### config.mk
export PLATFORM = sky130hd
export DESIGN_NAME = cmp_pwm_unit
export DESIGN_NICKNAME = d
export VERILOG_FILES = /design/src/rtl/pwm_pkg.sv /design/src/rtl/pwm_timebase.sv /design/src/rtl/pwm_channel.sv /design/src/rtl/cmp_pwm_unit.sv
export SDC_FILE = /design/constraint.sdc
export NUM_CORES = 1
export LEC_CHECK = 0
export BUFFER_PORTS_ARGS = -buffer_cell sky130_fd_sc_hd__buf_2
export CORE_MARGIN = 2
export CORE_UTILIZATION = 30
export CTS_CLUSTER_DIAMETER = 50
export DETAILED_ROUTE_END_ITERATION = 8
export HOLD_SLACK_MARGIN = 0.1
export SLEW_MARGIN = 10
export SYNTH_ARGS = -nofsm -noshare
export SYNTH_HDL_FRONTEND = slang
export SYNTH_SLANG_ARGS = --single-unit
### constraint.sdc
create_clock -name clk_i -period 3.7 [get_ports clk_i]
set_clock_uncertainty 0.1 [all_clocks]
set_input_delay 0.37 -clock clk_i [delete_from_list [all_inputs] [get_ports clk_i]]
set_output_delay 0.37 -clock clk_i [all_outputs]
set_load 0.02 [all_outputs]
### src/rtl/pwm_pkg.sv
package pwm_pkg;

  typedef enum logic [1:0] {
    OM_CLR_AT_CMP = 2'd0,
    OM_SET_AT_CMP = 2'd1,
    OM_TOGGLE     = 2'd2,
    OM_HOLD       = 2'd3
  } out_mode_e;

endpackage

### src/rtl/pwm_timebase.sv
module pwm_timebase #(
  parameter int CNT_W = 16
) (
  input  logic             clk_i,
  input  logic             rst_ni,
  input  logic             clr_i,
  input  logic             run_i,
  input  logic             per_we_i,
  input  logic [CNT_W-1:0] per_data_i,
  output logic [CNT_W-1:0] cnt_o,
  output logic [CNT_W-1:0] cnt_nxt_o,
  output logic [CNT_W-1:0] per_o,
  output logic             step_o,
  output logic             wrap_o,
  output logic             per_zero_o
);

  logic [CNT_W-1:0] cnt_q, cnt_d;
  logic [CNT_W-1:0] per_q, per_d;
  logic             step;
  logic             wrap;

  assign step = run_i & ~clr_i;
  assign wrap = step & (cnt_q >= per_q);

  always_comb begin
    cnt_d = cnt_q;
    if (clr_i) begin
      cnt_d = '0;
    end else if (step) begin
      if (wrap) cnt_d = '0;
      else      cnt_d = cnt_q + 1'b1;
    end
  end

  always_comb begin
    per_d = per_q;
    if (per_we_i) per_d = per_data_i;
  end

  always_ff @(posedge clk_i or negedge rst_ni) begin
    if (!rst_ni) begin
      cnt_q <= '0;
      per_q <= '0;
    end else begin
      cnt_q <= cnt_d;
      per_q <= per_d;
    end
  end

  assign cnt_o      = cnt_q;
  assign cnt_nxt_o  = cnt_d;
  assign per_o      = per_q;
  assign step_o     = step;
  assign wrap_o     = wrap;
  assign per_zero_o = (per_q == '0);

endmodule

### src/rtl/pwm_channel.sv
module pwm_channel #(
  parameter int CNT_W = 16
) (
  input  logic             clk_i,
  input  logic             rst_ni,
  input  logic             clr_i,
  input  logic             step_i,
  input  logic             wrap_i,
  input  logic             per_zero_i,
  input  logic [CNT_W-1:0] cnt_nxt_i,
  input  logic             cmp_we_i,
  input  logic [CNT_W-1:0] cmp_data_i,
  input  logic             mode_we_i,
  input  logic [1:0]       mode_data_i,
  output logic             pwm_o,
  output logic [CNT_W-1:0] cmp_act_o,
  output logic [1:0]       mode_act_o
);

  import pwm_pkg::*;

  logic [CNT_W-1:0] cmp_sh_q, cmp_sh_d;
  logic [CNT_W-1:0] cmp_act_q, cmp_act_d;
  out_mode_e        mode_sh_q, mode_sh_d;
  out_mode_e        mode_act_q, mode_act_d;
  logic             out_q, out_d;
  logic             load;
  logic [CNT_W-1:0] cmp_use;
  out_mode_e        mode_use;
  logic             hit_cmp;

  // staging registers
  always_comb begin
    cmp_sh_d  = cmp_sh_q;
    mode_sh_d = mode_sh_q;
    if (cmp_we_i)  cmp_sh_d  = cmp_data_i;
    if (mode_we_i) mode_sh_d = out_mode_e'(mode_data_i);
  end

  // active values swap in at a wrap or a clear
  assign load = clr_i | wrap_i;

  always_comb begin
    cmp_act_d  = cmp_act_q;
    mode_act_d = mode_act_q;
    if (load) begin
      cmp_act_d  = cmp_sh_q;
      mode_act_d = mode_sh_q;
    end
  end

  // the count entered at a wrap belongs to the new period
  assign cmp_use  = wrap_i ? cmp_sh_q  : cmp_act_q;
  assign mode_use = wrap_i ? mode_sh_q : mode_act_q;
  assign hit_cmp  = (cnt_nxt_i == cmp_use);

  always_comb begin
    out_d = out_q;
    if (clr_i) begin
      out_d = 1'b0;
    end else if (step_i) begin
      unique case (mode_use)
        OM_CLR_AT_CMP: begin
          if (hit_cmp)     out_d = 1'b0;
          else if (wrap_i) out_d = 1'b1;
        end
        OM_SET_AT_CMP: begin
          if (hit_cmp)     out_d = 1'b1;
          else if (wrap_i) out_d = 1'b0;
        end
        OM_TOGGLE: begin
          if (wrap_i && !per_zero_i) out_d = ~out_q;
        end
        default: out_d = out_q;
      endcase
    end
  end

  always_ff @(posedge clk_i or negedge rst_ni) begin
    if (!rst_ni) begin
      cmp_sh_q   <= '0;
      mode_sh_q  <= OM_CLR_AT_CMP;
      cmp_act_q  <= '0;
      mode_act_q <= OM_CLR_AT_CMP;
      out_q      <= 1'b0;
    end else begin
      cmp_sh_q   <= cmp_sh_d;
      mode_sh_q  <= mode_sh_d;
      cmp_act_q  <= cmp_act_d;
      mode_act_q <= mode_act_d;
      out_q      <= out_d;
    end
  end

  assign pwm_o      = out_q;
  assign cmp_act_o  = cmp_act_q;
  assign mode_act_o = mode_act_q;

endmodule

### src/rtl/cmp_pwm_unit.sv
module cmp_pwm_unit #(
  parameter int CNT_W  = 16,
  parameter int NUM_CH = 2
) (
  input  logic              clk_i,
  input  logic              rst_ni,
  input  logic              clr_i,
  input  logic              run_i,
  input  logic              per_we_i,
  input  logic [CNT_W-1:0]  per_data_i,
  input  logic [NUM_CH-1:0] cmp_we_i,
  input  logic [CNT_W-1:0]  cmp_data_i,
  input  logic [NUM_CH-1:0] mode_we_i,
  input  logic [1:0]        mode_data_i,
  output logic [NUM_CH-1:0] pwm_o
);

  logic [CNT_W-1:0]             cnt_w;
  logic [CNT_W-1:0]             cnt_nxt_w;
  logic [CNT_W-1:0]             per_w;
  logic                         step_w;
  logic                         wrap_w;
  logic                         per_zero_w;
  logic [NUM_CH-1:0][CNT_W-1:0] cmp_act_w;
  logic [NUM_CH-1:0][1:0]       mode_act_w;

  pwm_timebase #(.CNT_W(CNT_W)) u_tb (
    .clk_i      (clk_i),
    .rst_ni     (rst_ni),
    .clr_i      (clr_i),
    .run_i      (run_i),
    .per_we_i   (per_we_i),
    .per_data_i (per_data_i),
    .cnt_o      (cnt_w),
    .cnt_nxt_o  (cnt_nxt_w),
    .per_o      (per_w),
    .step_o     (step_w),
    .wrap_o     (wrap_w),
    .per_zero_o (per_zero_w)
  );

  for (genvar g = 0; g < NUM_CH; g++) begin : g_ch
    pwm_channel #(.CNT_W(CNT_W)) u_ch (
      .clk_i       (clk_i),
      .rst_ni      (rst_ni),
      .clr_i       (clr_i),
      .step_i      (step_w),
      .wrap_i      (wrap_w),
      .per_zero_i  (per_zero_w),
      .cnt_nxt_i   (cnt_nxt_w),
      .cmp_we_i    (cmp_we_i[g]),
      .cmp_data_i  (cmp_data_i),
      .mode_we_i   (mode_we_i[g]),
      .mode_data_i (mode_data_i),
      .pwm_o       (pwm_o[g]),
      .cmp_act_o   (cmp_act_w[g]),
      .mode_act_o  (mode_act_w[g])
    );
  end

endmodule

==> flow_summary.json, run 1 <==
{
  "status": "finished, violations left",
  "violations": "negative setup slack",
  "grt_pass1_vias": 4607,
  "dieArea_mm2": 0.0209,
  "drive_above_1_share_pct": 39.8,
  "cts_root_buffer": "clkbuf_16",
  "drt_iter0_markers": 280,
  "reg2reg_setup_slack_ns": -0.19,
  "multi_input_area_mm2": 0.00326,
  "wl_mm": 15.3,
  "slew_viol_final": 0,
  "regArea_mm2": 0.00265,
  "crit_required_ns": 3.84,
  "dp.cells": 916,
  "power_leakage_nw": 3.26,
  "vdd_drop_max_mv": 0.201,
  "pin_count": 45,
  "drc_errors": 0,
  "critical_path_class": "reg -> reg",
  "mostFrequentLayoutCell": "dfrtp_1",
  "hold_path.class": "in -> reg",
  "clkLatencyLatePin_ns": 0.36,
  "syn-instance-count": 561,
  "avgSynthCellArea_um2": 10.6,
  "async_reset_ff_share_pct": 100,
  "rows": 51,
  "die_w_um": 145,
  "wl_per_cell_um": 16.2,
  "crit_slowest_cell": "or4_4",
  "cts.sinks": 106,
  "synthesis.nets": 627,
  "crit_path_end_kind": "flip-flop",
  "dpl.hpwl_mm": 11.5,
  "synth-warning-count": 0,
  "gp_congestion": 0.886,
  "maxCapViolCount": 0,
  "r2r_start": "u_tb.cnt_o[7]",
  "diodes": 0,
  "relSlewSlack_pct": 49.8,
  "cp-startpoint": "u_tb.cnt_o[7]",
  "area_growth_pct": 26.3,
  "cts_tree": "yes",
  "final_cell_mix": "106 x dfrtp_1, 80 x buf_4, 79 x mux2_2, 43 x buf_2, 37 x nor2_1",
  "cp_max_fo": 4,
  "syn_area_mm2": 0.00594,
  "htreeDepth": 3,
  "port_buffers": 44,
  "cp-endpoint": "g_ch[1].u_ch.pwm_o",
  "finalNonFillerCells": 939,
  "synth-edff-count": 0,
  "reg2regPathDepth": 11,
  "core_area_mm2": 0.0195,
  "dr.pass1.iters": 5,
  "cts_made_buffers": 9,
  "rsz0062_at_grt": "yes",
  "worstPathArrival_ns": 4.03,
  "synth_cell_types": 73,
  "drt-vias-per-instance": 4.96,
  "grtUsageTotal_pct": 15.2,
  "fin_crit_sh_pct": 105,
  "grt_pass1_wl_mm": 24.5,
  "die_y_um": 145,
  "path_cells": "ha_1, and3_4, a221o_1, and2_4, o31ai_4, mux2_4, a211oi_2, or4b_1, or4_4, or2_0, a32o_1",
  "synth-main-ff-cell": "dfrtp_1",
  "clkTransAtPathRegs_ns": 0.07,
  "vias": 4655,
  "fillCellCount": 1939,
  "startpoint_type": "flip-flop",
  "min_period_ns": 3.89,
  "yosysSeqAreaShare_pct": 44.7,
  "fin_nets": 735,
  "antenna_found_initial": 0,
  "critPathMaxStageDelay_ns": 0.47,
  "layout_setup_ws_ns": -0.188,
  "grt_max_degree": 98,
  "start_util_pct": 30.5,
  "ys_ff_latch": 106,
  "synth_top_area_cell": "dfrtp_1",
  "tns_ns": -0.188,
  "synth_top_area_share_pct": 44.7,
  "overflow": 0,
  "setup_viol": 1,
  "power_density_mw_per_mm2": 388,
  "ant_nets": 0,
  "hold_viol": 0,
  "cts_max_path_buffers": 2,
  "timing.rr.end": "g_ch[1].u_ch.pwm_o",
  "synth_area_leaders": "dfrtp_1 45%, mux2_2 15%, ha_1 4.8%, nor2_1 2.4%, o21ai_0 2.3%",
  "max_slew.worst_pin.slew_ns": 0.743,
  "fmax_ghz": 0.257
}
==> through the flow <==
| step | hold slack, ns | worst slack (ns) | instance area (um2) | util (%) | total power, mW |
|---|---|---|---|---|---|
| final | 0.123 | -0.188 | 7500 | 38.5 | 2.91 |
| after global routing | 0.122 | -0.330 | 7500 | 38.5 | 3.06 |
| after CTS | 0.114 | -0.206 | 7340 | 37.7 | 2.92 |
| after detailed placement | 0.113 | -0.302 | 7000 | 36.0 | 1.96 |
| after global placement | 0.113 | -0.230 | 7000 | 36.0 | 1.94 |
| after floorplan | -0.0256 | -0.158 | 5990 | - | 1.75 |
==> synthesized netlist by cell type (3+ instances only) <==
| master | count |
|---|---|
| dfrtp_1 | 106 |
| mux2_2 | 80 |
| nor2_1 | 38 |
| nand2_1 | 34 |
| o21ai_0 | 27 |
| inv_1 | 26 |
| nor3_1 | 24 |
| ha_1 | 23 |
| a21oi_1 | 16 |
| clkbuf_1 | 15 |
| nand3_1 | 11 |
| nor2b_1 | 10 |
| mux2i_1 | 9 |
| xnor2_1 | 9 |
| nor4_1 | 8 |
| and3_1 | 7 |
| xor2_1 | 7 |
| a21o_1 | 6 |
| buf_2 | 5 |
| nand2b_1 | 5 |
| a211oi_1 | 4 |
| a221o_1 | 4 |
| a22oi_1 | 4 |
| buf_1 | 4 |
| buf_4 | 4 |
| nand4_1 | 4 |
| o221ai_1 | 4 |
| o22ai_1 | 4 |
| a221oi_1 | 3 |
| a31oi_1 | 3 |
| or3_1 | 3 |
==> where the power goes <==
group / total [mW] / switching, mW / internal [mW]
clock: 0.943 / 0.445 / 0.499
sequential: 1.42 / 0.123 / 1.29
combinational: 0.547 / 0.263 / 0.285
==> metal layers <==
| layer | vias up | part of all wire (%) | global-route usage (%) |
|---|---|---|---|
| li1 | 2269 | - | - |
| met1 | 2257 | 48 | 21.1 |
| met2 | 106 | 45 | 23.2 |
| met3 | 23 | 4.8 | 3.75 |
| met4 | 0 | 1.9 | 4.96 |
| met5 | - | 0 | 0 |
==> critical path, delay by kind of cell, from the launching register on <==
kind                     cells  cell delay (ns)
flip-flops                   1             0.41
AND/OR/NAND/NOR              5             1.55
AO/OA/AOI/OAI                4             1.06
multiplexers                 1             0.33
adder cells (fa/ha/maj)      1             0.32
==> area by class of cell <==
cell class,count,share of cell area (%)
Clock buffer,12,3.42
Sequential cell,106,35.4
Timing Repair Buffer,127,11.6
Multi-Input combinational cell,398,43.4
Clock inverter,4,0.450
Inverter,27,1.35
Tap cell,265,4.42
==> sequential cells by signal, summed over array words and instances, names as in the netlist <==
register,flops
g_ch.u_ch.cmp_act_o,32
g_ch.u_ch.cmp_sh_q,32
u_tb.cnt_o,16
u_tb.per_o,16
g_ch.u_ch.mode_act_o,4
g_ch.u_ch.mode_sh_q,4
g_ch.u_ch.pwm_o,2
==> how the worst min path moves through the flow <==
stage                       start  slack, ns                   endpoint  cells after the start
floorplan                  rst_ni      -0.03  g_ch[0].u_ch.cmp_act_o[0]                      0
global placement           rst_ni       0.11              u_tb.per_o[8]                      1
detailed placement         rst_ni       0.11              u_tb.per_o[8]                      1
CTS                 per_data_i[8]       0.11              u_tb.per_o[8]                      3
global route        per_data_i[4]       0.12              u_tb.per_o[4]                      3
finish              per_data_i[4]       0.12              u_tb.per_o[4]                      3
==> repair_timing <==
item | 4_1_cts | 5_1_grt
endpoints found under the hold margin | 9 | 0
hold buffers | 1 | 0
buffers inserted | 1 | 5
endpoints found under the setup margin | 2 | 2
pin swaps | 3 | 5
resized for setup | 9 | 26
==> logic make-up (layout without fill, tap and decap cells) <==
family | after synthesis | count (layout) | share of synthesized area [%]
AO/OA/AOI/OAI | 103 | 103 | 12.3
multiplexers | 90 | 90 | 16.9
AND/OR/NAND/NOR | 166 | 166 | 14.8
adder cells (fa/ha/maj) | 23 | 23 | 4.85
XOR/XNOR | 16 | 16 | 2.36
flip-flops | 106 | 106 | 44.7
buffers and inverters | 57 | 170 | 4.15
Power figures use the tool's default switching activity.
==> inputs of run 2 (changes only) <==
clock period = 3.1 ns   (was 3.7 ns; I/O delays follow)
==> flow_summary.json, run 2 (synthesis gave the netlist of run 1 again) <==
{
  "start_util_pct": 30.5,
  "port_buffers": 44,
  "fmax_ghz": 0.253,
  "wl_per_cell_um": 16.1,
  "dr.pass1.iters": 5,
  "critical_path_class": "reg -> reg",
  "multi_input_area_mm2": 0.00334,
  "antenna_found_initial": 0,
  "regArea_mm2": 0.00265,
  "die_w_um": 145,
  "fin_area_mm2": 0.00819,
  "drive_above_1_share_pct": 41.4,
  "hold_viol": 0,
  "status": "finished, violations left",
  "setup_viol": 2,
  "dpl.hpwl_mm": 11.8,
  "grt_pass1_vias": 4877,
  "holdWs_ns": 0.114,
  "dpl_cell_area_mm2": 0.00717,
  "min_period_ns": 3.96,
  "clkLatencyLatePin_ns": 0.36,
  "crit_path_end_kind": "flip-flop",
  "drc_errors": 0,
  "drt-vias-per-instance": 4.93,
  "area_growth_pct": 37.9,
  "grt_pass1_wl_mm": 25.8,
  "worstPathArrival_ns": 4.11,
  "fin_crit_sh_pct": 128,
  "core_area_mm2": 0.0195,
  "vdd_drop_max_mv": 0.235,
  "die_y_um": 145,
  "startpoint_type": "flip-flop",
  "overflow": 0,
  "cts_root_buffer": "clkbuf_16",
  "cp_max_fo": 8,
  "cts_tree": "yes",
  "fillCellCount": 1852,
  "grtUsageTotal_pct": 16.0,
  "cts.sinks": 106,
  "final_cell_mix": "106 x dfrtp_1, 98 x buf_4, 78 x mux2_2, 43 x buf_2, 37 x nor2_1",
  "rsz0062_at_grt": "yes",
  "power_leakage_nw": 3.57,
  "rows": 51,
  "dieArea_mm2": 0.0209,
  "grt_max_degree": 58,
  "clkTransAtPathRegs_ns": 0.07,
  "layout_setup_ws_ns": -0.860,
  "drt_iter0_markers": 349,
  "htreeDepth": 3,
  "power_density_mw_per_mm2": 438,
  "wl_mm": 16.1,
  "slew_viol_final": 0,
  "cts_max_path_buffers": 2,
  "pin_count": 45,
  "cts_made_buffers": 9,
  "diodes": 0,
  "ant_nets": 0,
  "fin_nets": 797,
  "mostFrequentLayoutCell": "dfrtp_1",
  "violations": "negative setup slack",
  "max_slew.worst_pin.slew_ns": 0.702,
  "relSlewSlack_pct": 52.6,
  "maxCapViolCount": 0,
  "crit_required_ns": 3.25,
  "vias": 4933,
  "gp_congestion": 0.883,
  "hold_path.class": "in -> reg"
}
run 2: timing repair:
action | CTS | global route
pin swaps | 9 | 11
gates resized for setup | 27 | 32
gates cloned | 0 | 0
endpoints found under the setup margin | 2 | 2
endpoints found under the hold margin | 101 | 0
hold buffers | 35 | 0
buffers inserted | 8 | 6
run 2: where the power goes:
| part | total, mW | internal, mW | switching [mW] |
|---|---|---|---|
| Sequential | 1.69 | 1.55 | 0.148 |
| Clock | 1.17 | 0.630 | 0.537 |
| Combinational | 0.728 | 0.391 | 0.337 |
run 2: path summary, 6_finish.rpt:
kind	cells past startpoint	from	to	slack, ns
worst max-delay path	15	u_tb.cnt_o[13]	g_ch[1].u_ch.pwm_o	-0.86
worst max register to register	15	u_tb.cnt_o[13]	g_ch[1].u_ch.pwm_o	-0.86
min in group asynchronous	2	rst_ni	u_tb.per_o[8]	0.43
worst min register to register	1	g_ch[1].u_ch.mode_act_o[1]	g_ch[1].u_ch.mode_act_o[1]	0.41
max in group asynchronous	3	rst_ni	g_ch[1].u_ch.cmp_act_o[12]	1.74
worst min-delay path	2	mode_we_i[1]	g_ch[1].u_ch.mode_sh_q[0]	0.11
run 2: through the flow:
step	instances	setup slack (ns)	utilization, %	setup TNS, ns	total power [mW]
6_report	1000	-0.860	42.1	-1.43	3.59
5_1_grt	1000	-0.973	42.1	-1.68	3.78
4_1_cts	994	-0.762	41.2	-1.34	3.59
3_5_place_dp	937	-0.892	36.8	-1.77	2.35
3_3_place_gp	937	-0.900	36.8	-1.76	2.34
2_1_floorplan	561	-0.758	-	-1.34	2.09
run 2: final cells by class:
cell class | count | share of cell area [%]
Clock buffer | 10 | 2.80
Clock inverter | 5 | 0.794
Inverter | 27 | 1.24
Multi-Input combinational cell | 398 | 40.8
Sequential cell | 106 | 32.4
Tap cell | 265 | 4.05
Timing Repair Buffer | 189 | 18.0
run 2: routing by layer:
layer	share of wire, %	track usage (%)	vias up
li1	-	-	2396
met1	48	22.0	2420
met2	46	25.3	95
met3	3.9	3.16	22
met4	2.1	5.47	0
met5	0	0	-
run 2: worst max-delay path, stage by stage (launching register included):
cell	delay, ns
dfrtp_1	0.43
ha_4	0.30
nand4_4	0.14
buf_6	0.15
nor3_4	0.24
o2111a_2	0.33
buf_6	0.12
o31ai_4	0.09
buf_6	0.15
buf_4	0.14
nor3_2	0.11
nor3_1	0.08
or4b_1	0.53
or4_4	0.47
or2_0	0.24
a32o_1	0.22
==> inputs of run 3 (changes only) <==
CORE_UTILIZATION = 54   (was 30)
PLACE_DENSITY = 0.76   (was unset)
==> flow_summary.json, run 3 (synthesis gave the netlist of run 1 again) <==
{
  "drc_errors": 0,
  "layout_setup_ws_ns": -0.815,
  "grtUsageTotal_pct": 28.7,
  "clkLatencyLatePin_ns": 0.38,
  "p_total_mw": 3.27,
  "hold_viol": 0,
  "min_period_ns": 3.92,
  "fmax_ghz": 0.255,
  "power_leakage_nw": 3.46,
  "busiest_layer": "met2",
  "grt_use_met1_pct": 37.2,
  "fin_crit_sh_pct": 126,
  "dr.pass1.iters": 4,
  "drive_above_1_share_pct": 39.4,
  "max_slew.worst_pin.slew_ns": 0.614,
  "core_area_mm2": 0.0108,
  "vias": 5084,
  "power_density_mw_per_mm2": 423,
  "vdd_drop_max_mv": 0.302,
  "ant_nets": 0,
  "crit_required_ns": 3.28,
  "cts_made_buffers": 9,
  "dieArea_mm2": 0.0119,
  "critical_path_class": "reg -> reg",
  "fillCellCount": 768,
  "cts_max_path_buffers": 2,
  "rsz0062_at_grt": "yes",
  "htreeDepth": 3,
  "wl_mm": 16.3,
  "pin_count": 45,
  "crit_path_end_kind": "flip-flop",
  "dp.cells": 803,
  "holdWs_ns": 0.295,
  "rows": 38,
  "grt_max_degree": 68,
  "dpl.hpwl_mm": 11.8,
  "finalNonFillerCells": 866,
  "post-route-util_pct": 71.6,
  "grt_util_met3_pct": 4.72,
  "relSlewSlack_pct": 58.5,
  "cts_root_buffer": "clkbuf_8",
  "cts_tree": "yes",
  "area_growth_pct": 30.2,
  "die_w_um": 109,
  "slew_viol_final": 0,
  "status": "finished, violations left",
  "cp_max_fo": 4,
  "grt_pass1_vias": 5179,
  "overflow": 0,
  "gp_congestion": 0.931,
  "wl_per_cell_um": 18.8,
  "startpoint_type": "flip-flop",
  "drt-vias-per-instance": 5.87,
  "violations": "negative setup slack",
  "drt_iter0_markers": 330,
  "die_y_um": 109,
  "mostFrequentLayoutCell": "dfrtp_1",
  "dpl_worst_slack_ns": -0.858,
  "start_util_pct": 55.0,
  "maxCapViolCount": 0,
  "final_cell_mix": "106 x dfrtp_1, 94 x buf_4, 79 x mux2_2, 43 x buf_2, 38 x dlygate4sd3_1",
  "grtUsageMet2_pct": 49.1,
  "setup_viol": 2,
  "grt_pass1_wl_mm": 26.0,
  "clkTransAtPathRegs_ns": 0.11,
  "worstPathArrival_ns": 4.09,
  "port_buffers": 44,
  "antenna_found_initial": 0,
  "hold_path.class": "in -> reg",
  "fin_nets": 787,
  "diodes": 0,
  "cts.sinks": 106
}
-- run 3: changes by cell type in the layout (fill, tap and decap cells not counted), sizes merged --
| cell | previous run | this run |
|---|---|---|
| buf | 154 | 141 |
| clkbuf | 10 | 9 |
| clkinv | 4 | 5 |
| clkinvlp | 0 | 1 |
| dlygate4sd3 | 35 | 38 |
-- run 3: through the flow --
stage	TNS, ns	area (um2)
6_report	-1.52	7730
4_1_cts	-1.43	7620
3_3_place_gp	-1.49	6930
2_1_floorplan	-1.34	5990
5_1_grt	-1.73	7730
3_5_place_dp	-1.66	6930
-- run 3: critical path, cell delays in order (launching register included) --
cell      delay [ns]
dfrtp_1         0.41
inv_2           0.09
ha_4            0.21
nand4_4         0.13
nor2_2          0.06
or4_4           0.57
o31ai_4         0.33
mux2_4          0.34
a211oi_2        0.17
or4b_1          0.46
or4_4           0.47
or2_0           0.24
a32o_1          0.24
-- run 3: worst paths after layout --
kind / startpoint / to / slack, ns / depth (start not counted)
setup / recovery: u_tb.per_o[12] / g_ch[1].u_ch.pwm_o / -0.82 / 12
hold / removal: cmp_we_i[0] / g_ch[0].u_ch.cmp_sh_q[12] / 0.30 / 3
setup reg to reg: u_tb.per_o[12] / g_ch[1].u_ch.pwm_o / -0.82 / 12
hold reg to reg: g_ch[0].u_ch.cmp_act_o[15] / g_ch[0].u_ch.cmp_act_o[15] / 0.42 / 1
max in group asynchronous: rst_ni / g_ch[1].u_ch.cmp_sh_q[15] / 1.81 / 3
min in group asynchronous: rst_ni / g_ch[0].u_ch.cmp_sh_q[11] / 0.35 / 2
-- run 3: where the power goes --
part	internal (mW)	leakage (nW)	switching, mW
sequential	1.54	1.29	0.146
clock	0.379	0.0998	0.501
combinational	0.368	2.08	0.328
-- run 3: what timing repair did --
action                                 CTS  global route
pin swaps                                7             8
hold buffers                            38             0
setup buffers                            7             3
setup endpoints to repair                2             5
endpoints found under the hold margin   91             0
gates resized for setup                 14            22
-- run 3: final cells by class --
| cell class | count | area [um2] | share of cell area, % |
|---|---|---|---|
| timing repair buffer | 179 | 1360 | 17.5 |
| inverter | 27 | 101 | 1.31 |
| clock buffer | 9 | 124 | 1.60 |
| multi-input combinational | 398 | 3250 | 42.0 |
| tap | 140 | 175 | 2.27 |
| clock inverter | 7 | 77.6 | 1.00 |
| sequential | 106 | 2650 | 34.3 |
-- run 3: routing by layer --
metal	up-vias	part of all wire (%)
li1	2367	-
met1	2549	42
met2	139	51
met3	29	5.3
met4	0	2.1
met5	-	0
